File: config.mk
export PLATFORM = sky130hd
export DESIGN_NAME = smb_reg_bridge
export DESIGN_NICKNAME = d
export VERILOG_FILES = /design/src/rtl/smb_reg_bridge_pkg.sv /design/src/rtl/smb_reg_bridge_dp.sv /design/src/rtl/smb_reg_bridge_ctrl.sv /design/src/rtl/smb_reg_bridge.sv
export SDC_FILE = /design/constraint.sdc
export NUM_CORES = 1
export LEC_CHECK = 0
export BUFFER_PORTS_ARGS = -buffer_cell sky130_fd_sc_hd__buf_2
export CORE_MARGIN = 2
export CORE_UTILIZATION = 47
export CTS_CLUSTER_DIAMETER = 120
export DETAILED_ROUTE_END_ITERATION = 12
export GPL_ROUTABILITY_DRIVEN = 0
export PLACE_DENSITY = 0.87
export SLEW_MARGIN = 20
export SYNTH_ARGS = -nofsm -noshare
export SYNTH_HDL_FRONTEND = slang
export SYNTH_SLANG_ARGS = --single-unit
File: constraint.sdc
create_clock -name clk -period 2 [get_ports clk]
set_input_delay 0.1 -clock clk [delete_from_list [all_inputs] [get_ports clk]]
set_output_delay 0.1 -clock clk [all_outputs]
set_load 0.005 [all_outputs]
File: src/rtl/smb_reg_bridge_pkg.sv
package smb_reg_bridge_pkg;

  // command byte field positions
  localparam int CMD_END_BIT = 7;
  localparam int CMD_CFG_BIT = 6;
  localparam int CMD_RD_BIT  = 5;
  localparam int CMD_IDX_W   = 5;

  // parameter slot map
  localparam int SLOT_BUS    = 0;
  localparam int SLOT_DEVFN  = 1;
  localparam int SLOT_REG_LO = 2;
  localparam int SLOT_REG_HI = 3;
  localparam int SLOT_ADDR0  = 4;
  localparam int SLOT_ADDR1  = 5;
  localparam int SLOT_ADDR2  = 6;
  localparam int SLOT_ADDR3  = 7;
  localparam int SLOT_DATA0  = 8;

  typedef enum logic {ST_IDLE, ST_WAIT} ctrlState_e;

  typedef struct packed {
    logic latchCmd;
    logic writeByte;
    logic clrParams;
    logic loadBuf;
    logic clrBuf;
  } dpStrobe_t;

endpackage

File: src/rtl/smb_reg_bridge_dp.sv
module smb_reg_bridge_dp
  import smb_reg_bridge_pkg::*;
#(
  parameter int DATA_BYTES = 4,
  parameter int OFFSET_W   = 19,
  parameter int ADDR_W     = 32
) (
  input  logic                    clk,
  input  logic                    rstN,
  input  dpStrobe_t               stb,
  input  logic [7:0]              cmdByte,
  input  logic [7:0]              dataByte,
  input  logic                    rdNext,
  input  logic [ADDR_W-1:0]       memBase,
  input  logic [8*DATA_BYTES-1:0] respRdata,
  output logic                    cmdEnd,
  output logic                    cmdRd,
  output logic                    reqCfg,
  output logic [ADDR_W-1:0]       reqAddr,
  output logic [8*DATA_BYTES-1:0] reqWdata,
  output logic [7:0]              rdByte,
  output logic                    rdValid
);

  localparam int NUM_SLOTS = SLOT_DATA0 + DATA_BYTES;
  localparam int PTR_W     = (DATA_BYTES > 1) ? $clog2(DATA_BYTES) : 1;
  localparam int REG_NUM_W = 12;
  localparam int CFG_PAD_W = ADDR_W - 16 - REG_NUM_W;

  logic [7:0]            slots [NUM_SLOTS];
  logic [CMD_IDX_W-1:0]  idx;
  logic [8*DATA_BYTES-1:0] rdBuf;
  logic [PTR_W-1:0]      rdPtr;

  // parameter slots and index pointer
  always_ff @(posedge clk) begin
    if (!rstN) begin
      for (int i = 0; i < NUM_SLOTS; i++) slots[i] <= '0;
      idx    <= '0;
      cmdEnd <= 1'b0;
      cmdRd  <= 1'b0;
      reqCfg <= 1'b0;
    end else begin
      if (stb.clrParams) begin
        for (int i = 0; i < NUM_SLOTS; i++) slots[i] <= '0;
      end
      if (stb.latchCmd) begin
        idx    <= cmdByte[CMD_IDX_W-1:0];
        cmdEnd <= cmdByte[CMD_END_BIT];
        cmdRd  <= cmdByte[CMD_RD_BIT];
        reqCfg <= cmdByte[CMD_CFG_BIT];
      end else if (stb.writeByte) begin
        if (int'(idx) < NUM_SLOTS) slots[int'(idx)] <= dataByte;
        if (idx != '1) idx <= idx + 1'b1;
      end
    end
  end

  // address formation
  logic [23:0]         offsetRaw;
  logic [ADDR_W-1:0]   cfgAddr;
  logic [ADDR_W-1:0]   memAddr;

  assign offsetRaw = {slots[SLOT_ADDR2], slots[SLOT_ADDR1], slots[SLOT_ADDR0]};
  assign cfgAddr   = {slots[SLOT_BUS], slots[SLOT_DEVFN], {CFG_PAD_W{1'b0}},
                      slots[SLOT_REG_HI][3:0], slots[SLOT_REG_LO]};
  assign memAddr   = {memBase[ADDR_W-1:OFFSET_W], offsetRaw[OFFSET_W-1:0]};
  assign reqAddr   = reqCfg ? cfgAddr : memAddr;

  for (genvar g = 0; g < DATA_BYTES; g++) begin : g_wdata
    assign reqWdata[8*g +: 8] = slots[SLOT_DATA0 + g];
  end

  // read buffer
  always_ff @(posedge clk) begin
    if (!rstN) begin
      rdBuf   <= '0;
      rdPtr   <= '0;
      rdValid <= 1'b0;
    end else if (stb.loadBuf) begin
      rdBuf   <= respRdata;
      rdPtr   <= '0;
      rdValid <= 1'b1;
    end else if (stb.clrBuf) begin
      rdValid <= 1'b0;
      rdPtr   <= '0;
    end else if (rdNext && rdValid) begin
      rdPtr <= (int'(rdPtr) == DATA_BYTES - 1) ? '0 : rdPtr + 1'b1;
    end
  end

  assign rdByte = rdBuf[{rdPtr, 3'b000} +: 8];

  logic unusedBits;
  assign unusedBits = ^{slots[SLOT_ADDR3], offsetRaw, memBase[OFFSET_W-1:0],
                        slots[SLOT_REG_HI][7:4]};

endmodule

File: src/rtl/smb_reg_bridge_ctrl.sv
module smb_reg_bridge_ctrl
  import smb_reg_bridge_pkg::*;
(
  input  logic      clk,
  input  logic      rstN,
  input  logic      cmdValid,
  input  logic      cmdRdBit,
  input  logic      dataValid,
  input  logic      wrDone,
  input  logic      cmdEnd,
  input  logic      cmdRd,
  input  logic      respValid,
  input  logic      respErr,
  output dpStrobe_t stb,
  output logic      ackValid,
  output logic      ackNack,
  output logic      stretch,
  output logic      reqValid
);

  ctrlState_e state;
  logic       seqActive;
  logic       seqRd;
  logic       badWrite;
  logic       mismatch;
  logic       isIdle;

  assign isIdle   = (state == ST_IDLE);
  assign mismatch = isIdle && cmdValid && seqActive && (cmdRdBit != seqRd);

  always_comb begin
    stb           = '0;
    stb.latchCmd  = isIdle && cmdValid;
    stb.clrParams = mismatch;
    stb.clrBuf    = isIdle && cmdValid && !seqActive;
    stb.writeByte = isIdle && dataValid && !badWrite;
    stb.loadBuf   = !isIdle && respValid && !respErr && cmdRd;
  end

  always_ff @(posedge clk) begin
    if (!rstN) begin
      state     <= ST_IDLE;
      seqActive <= 1'b0;
      seqRd     <= 1'b0;
      badWrite  <= 1'b0;
      ackValid  <= 1'b0;
      ackNack   <= 1'b0;
      stretch   <= 1'b0;
      reqValid  <= 1'b0;
    end else begin
      ackValid <= 1'b0;
      reqValid <= 1'b0;
      unique case (state)
        ST_IDLE: begin
          if (cmdValid) begin
            if (mismatch) begin
              seqActive <= 1'b0;
              badWrite  <= 1'b1;
            end else begin
              seqActive <= 1'b1;
              seqRd     <= cmdRdBit;
            end
          end
          if (wrDone) begin
            if (badWrite) begin
              ackValid <= 1'b1;
              ackNack  <= 1'b1;
              badWrite <= 1'b0;
            end else if (cmdEnd) begin
              reqValid <= 1'b1;
              stretch  <= 1'b1;
              state    <= ST_WAIT;
            end else begin
              ackValid <= 1'b1;
              ackNack  <= 1'b0;
            end
          end
        end
        ST_WAIT: begin
          if (respValid) begin
            stretch   <= 1'b0;
            ackValid  <= 1'b1;
            ackNack   <= respErr;
            seqActive <= 1'b0;
            state     <= ST_IDLE;
          end
        end
        default: state <= ST_IDLE;
      endcase
    end
  end

endmodule

File: src/rtl/smb_reg_bridge.sv
module smb_reg_bridge
  import smb_reg_bridge_pkg::*;
#(
  parameter int DATA_BYTES = 4,
  parameter int OFFSET_W   = 19,
  parameter int ADDR_W     = 32
) (
  input  logic                    clk,
  input  logic                    rstN,
  input  logic                    cmdValid,
  input  logic [7:0]              cmdByte,
  input  logic                    dataValid,
  input  logic [7:0]              dataByte,
  input  logic                    wrDone,
  output logic                    ackValid,
  output logic                    ackNack,
  output logic                    stretch,
  input  logic                    rdNext,
  output logic [7:0]              rdByte,
  output logic                    rdValid,
  input  logic [ADDR_W-1:0]       memBase,
  output logic                    reqValid,
  output logic                    reqWrite,
  output logic                    reqCfg,
  output logic [ADDR_W-1:0]       reqAddr,
  output logic [8*DATA_BYTES-1:0] reqWdata,
  input  logic                    respValid,
  input  logic                    respErr,
  input  logic [8*DATA_BYTES-1:0] respRdata
);

  dpStrobe_t stb;
  logic      cmdEnd;
  logic      cmdRd;

  smb_reg_bridge_ctrl u_ctrl (
    .clk       (clk),
    .rstN      (rstN),
    .cmdValid  (cmdValid),
    .cmdRdBit  (cmdByte[CMD_RD_BIT]),
    .dataValid (dataValid),
    .wrDone    (wrDone),
    .cmdEnd    (cmdEnd),
    .cmdRd     (cmdRd),
    .respValid (respValid),
    .respErr   (respErr),
    .stb       (stb),
    .ackValid  (ackValid),
    .ackNack   (ackNack),
    .stretch   (stretch),
    .reqValid  (reqValid)
  );

  smb_reg_bridge_dp #(
    .DATA_BYTES (DATA_BYTES),
    .OFFSET_W   (OFFSET_W),
    .ADDR_W     (ADDR_W)
  ) u_dp (
    .clk       (clk),
    .rstN      (rstN),
    .stb       (stb),
    .cmdByte   (cmdByte),
    .dataByte  (dataByte),
    .rdNext    (rdNext),
    .memBase   (memBase),
    .respRdata (respRdata),
    .cmdEnd    (cmdEnd),
    .cmdRd     (cmdRd),
    .reqCfg    (reqCfg),
    .reqAddr   (reqAddr),
    .reqWdata  (reqWdata),
    .rdByte    (rdByte),
    .rdValid   (rdValid)
  );

  assign reqWrite = !cmdRd;

endmodule

==> impl_metrics.py <==
metrics = {
    "synthesis": {
        "ys.flop_type": "edfxtp_1",
        "syn-instance-count": 522,
        "synth.yosys.seq_area_share": 0.591,
        "synth_edf_count": 79,
        "yosys_warnings": 0,
        "synth_area_mm2": 0.00574,
        "ys_async_sr_fraction": 0,
        "avgSynthCellArea_um2": 11.0,
        "synth_nets": 616,
        "ys_ff_latch": 130,
        "ys_types": 40,
    },
    "clock_tree": {
        "cts.sink_count": 130,
        "cts_tree": "yes",
        "clkLatencyLatePin_ns": 0.42,
        "clock_path_buffers": 2,
        "cts_buffers": 17,
        "h-tree-depth": 4,
        "clk_pin_slew_worst_paths_ns": 0.06,
        "root_buffer": "clkbuf_16",
    },
    "timing": {
        "period_needed_ns": 1.89,
        "final.setup.tns_ns": 0,
        "rsz0062_at_grt": "false",
        "worstMarginPinSlew_ns": 0.776,
        "finClkSkew_ns": 0.0131,
        "hold_slack_ns": 0.0154,
        "setup_viol": 0,
        "finalCritPeriodShare": 0.945,
        "maxSlewViolCount": 0,
        "hold_viol": 0,
        "timing.slew.headroom": 0.483,
        "fmax_mhz": 529,
    },
    "worst_setup_path": {
        "r2r_setup_slack_ns": 0.11,
        "cp_max_fo": 6,
        "cp.arrival_ns": 2.19,
        "required_ns": 2.30,
        "crit_top_cell": "ha_1",
        "r2r_cells": 7,
        "crit_type": "flip-flop to flip-flop",
        "crit_path_top_delay_cell": "dfxtp_1",
        "cpPeakStageDelay_ns": 0.36,
        "r2r-end": "u_dp.idx[4]",
        "worstSetupEndpointType": "flip-flop",
        "path_cells": "ha_1 > and3_1 > ha_1 > nor4b_4 > buf_4 > mux2i_1 > a21oi_1",
        "crit_path_start_kind": "flip-flop",
        "rr_startpoint": "u_dp.idx[0]",
    },
    "final_layout": {
        "final_cell_mix": "147 x buf_2, 105 x nand2_1, 81 x nor3_1",
        "diodes": 0,
        "seqCellArea_mm2": 0.00339,
        "final_common_cell": "buf_2",
        "multi_input_area_mm2": 0.00209,
        "area_delta_synth_final_pct": 35.2,
        "num-fill-cells": 815,
        "nets": 815,
        "design_area_mm2": 0.00776,
        "stdcell_count": 881,
        "layout-drive-gt1-share": 0.334,
    },
    "die": {
        "die_h_um": 115,
        "initial_core_util": 0.480,
        "core_mm2": 0.0120,
        "io-pin-count": 167,
        "core.rowCount": 40,
        "fp.dieW_um": 115,
        "die_area_mm2": 0.0131,
    },
    "drt": {
        "drc": 0,
        "wire_per_inst_um": 18.8,
        "ant_nets": 0,
        "vias": 4995,
        "first_pass_iters": 5,
        "wirelength_mm": 16.6,
        "vias_per_cell": 5.67,
        "dr.first_iter.drc_count": 430,
    },
    "grt": {
        "grt_pass1_vias": 4899,
        "antenna_found_initial": 0,
        "grt_max_degree": 42,
        "grt_overflow": 0,
        "grt_first_pass_wirelength_mm": 25.3,
        "grtUsageTotal": 0.256,
    },
    "place": {
        "numPortBuffers": 147,
        "placed_area_mm2": 0.00666,
        "dp_cells": 803,
        "place_hpwl_mm": 9.83,
    },
    "min_path": {
        "min_to": "u_dp.idx[2]",
        "hold_start": "cmdByte[2]",
        "worstHoldPathCells": 3,
        "hp-class": "input port to flip-flop",
    },
    "pwr": {
        "vdd_drop_max_uv": 627,
        "p_per_area_mw_per_mm2": 912,
        "p_leak_nw": 3.10,
    },
    "job": {
        "maxCapViolations": 0,
    },
    "outcome": {
        "status": "finished, final reports clean",
    },
}
## Yosys cell counts (8+ instances only)
master	instances	area (um2)
clkbuf_1	16	60.1
nor2b_1	9	56.3
edfxtp_1	79	2370
dfxtp_1	51	1020
inv_1	13	48.8
buf_6	9	101
nor3_1	81	405
o21ai_1	11	55.1
mux2_2	29	327
mux4_2	8	180
buf_2	11	55.1
a21oi_1	42	210
nand2_1	105	394
## per-stage QoR
step           total power [mW]   util  setup WS (ns)
2_1_floorplan              3.39      -          0.117
3_3_place_gp               3.65  0.557          0.214
3_5_place_dp               3.68  0.557          0.147
4_1_cts                    7.07  0.647          0.105
5_1_grt                    7.28  0.649         0.0114
6_report                   7.08  0.649          0.111
## state kept, by name, summed over array words and instances, names as in the netlist, 2 cells and up
signal / cells
u_dp.idx: 5
u_dp.rdBuf: 32
u_dp.rdPtr: 2
u_dp.slots: 79
## routing by layer
metal  vias up  wire [um]  track usage
met5         -          0            0
met4         0        548        0.122
met3        57       1630       0.0783
met2       336       8330        0.441
met1      2337       6090        0.290
li1       2265          -            -
## critical path: cells and delay by family (launching register included)
kind            cells  cell delay [ns]
compound gates      1             0.08
simple gates        2             0.47
buf+inv             1             0.20
fa+ha+maj           2             0.44
mux                 1             0.21
flops               1             0.36
## power breakdown
| part | switching [mW] | internal, mW | total (mW) |
|---|---|---|---|
| Sequential | 0.0533 | 2.95 | 3.01 |
| Combinational | 0.403 | 0.323 | 0.726 |
| Clock | 1.14 | 2.21 | 3.35 |
## worst max-delay path by stage
stage	startpoint	end	cells after the start	slack (ns)
floorplan	u_ctrl.badWrite	u_dp.slots[10][0]	4	0.12
CTS	u_dp.idx[0]	u_dp.idx[4]	6	0.11
detailed placement	u_dp.idx[0]	u_dp.idx[4]	6	0.15
finish	u_dp.idx[0]	u_dp.idx[4]	7	0.11
global route	u_dp.idx[0]	u_dp.idx[4]	7	0.01
global placement	u_dp.idx[0]	u_dp.idx[4]	6	0.21
## cells by family (layout without fill, tap and decap cells)
group,count (synthesis),in the layout,share of synthesized area
adder cells (fa/ha/maj),6,6,0.0131
flip-flops,130,130,0.591
AND/OR/NAND/NOR,220,221,0.183
XOR/XNOR,2,2,0.00305
buffers and inverters,53,264,0.0488
AO/OA/AOI/OAI,70,70,0.0658
multiplexers,41,41,0.0952
## area by class of cell
| cell class | count | share of cell area |
|---|---|---|
| multi-input combinational | 340 | 0.269 |
| inverter | 13 | 0.00629 |
| clock inverter | 14 | 0.0271 |
| timing repair buffer | 219 | 0.182 |
| tap | 147 | 0.0237 |
| sequential | 130 | 0.437 |
| clock buffer | 18 | 0.0553 |
## what timing repair did
action / in CTS / in global routing
buffers inserted: 0 / 1
hold buffers: 44 / 0
setup endpoints to repair: 0 / 53
gates resized for setup: 0 / 1
endpoints found under the hold margin: 43 / 0
Power figures use the tool's default switching activity.
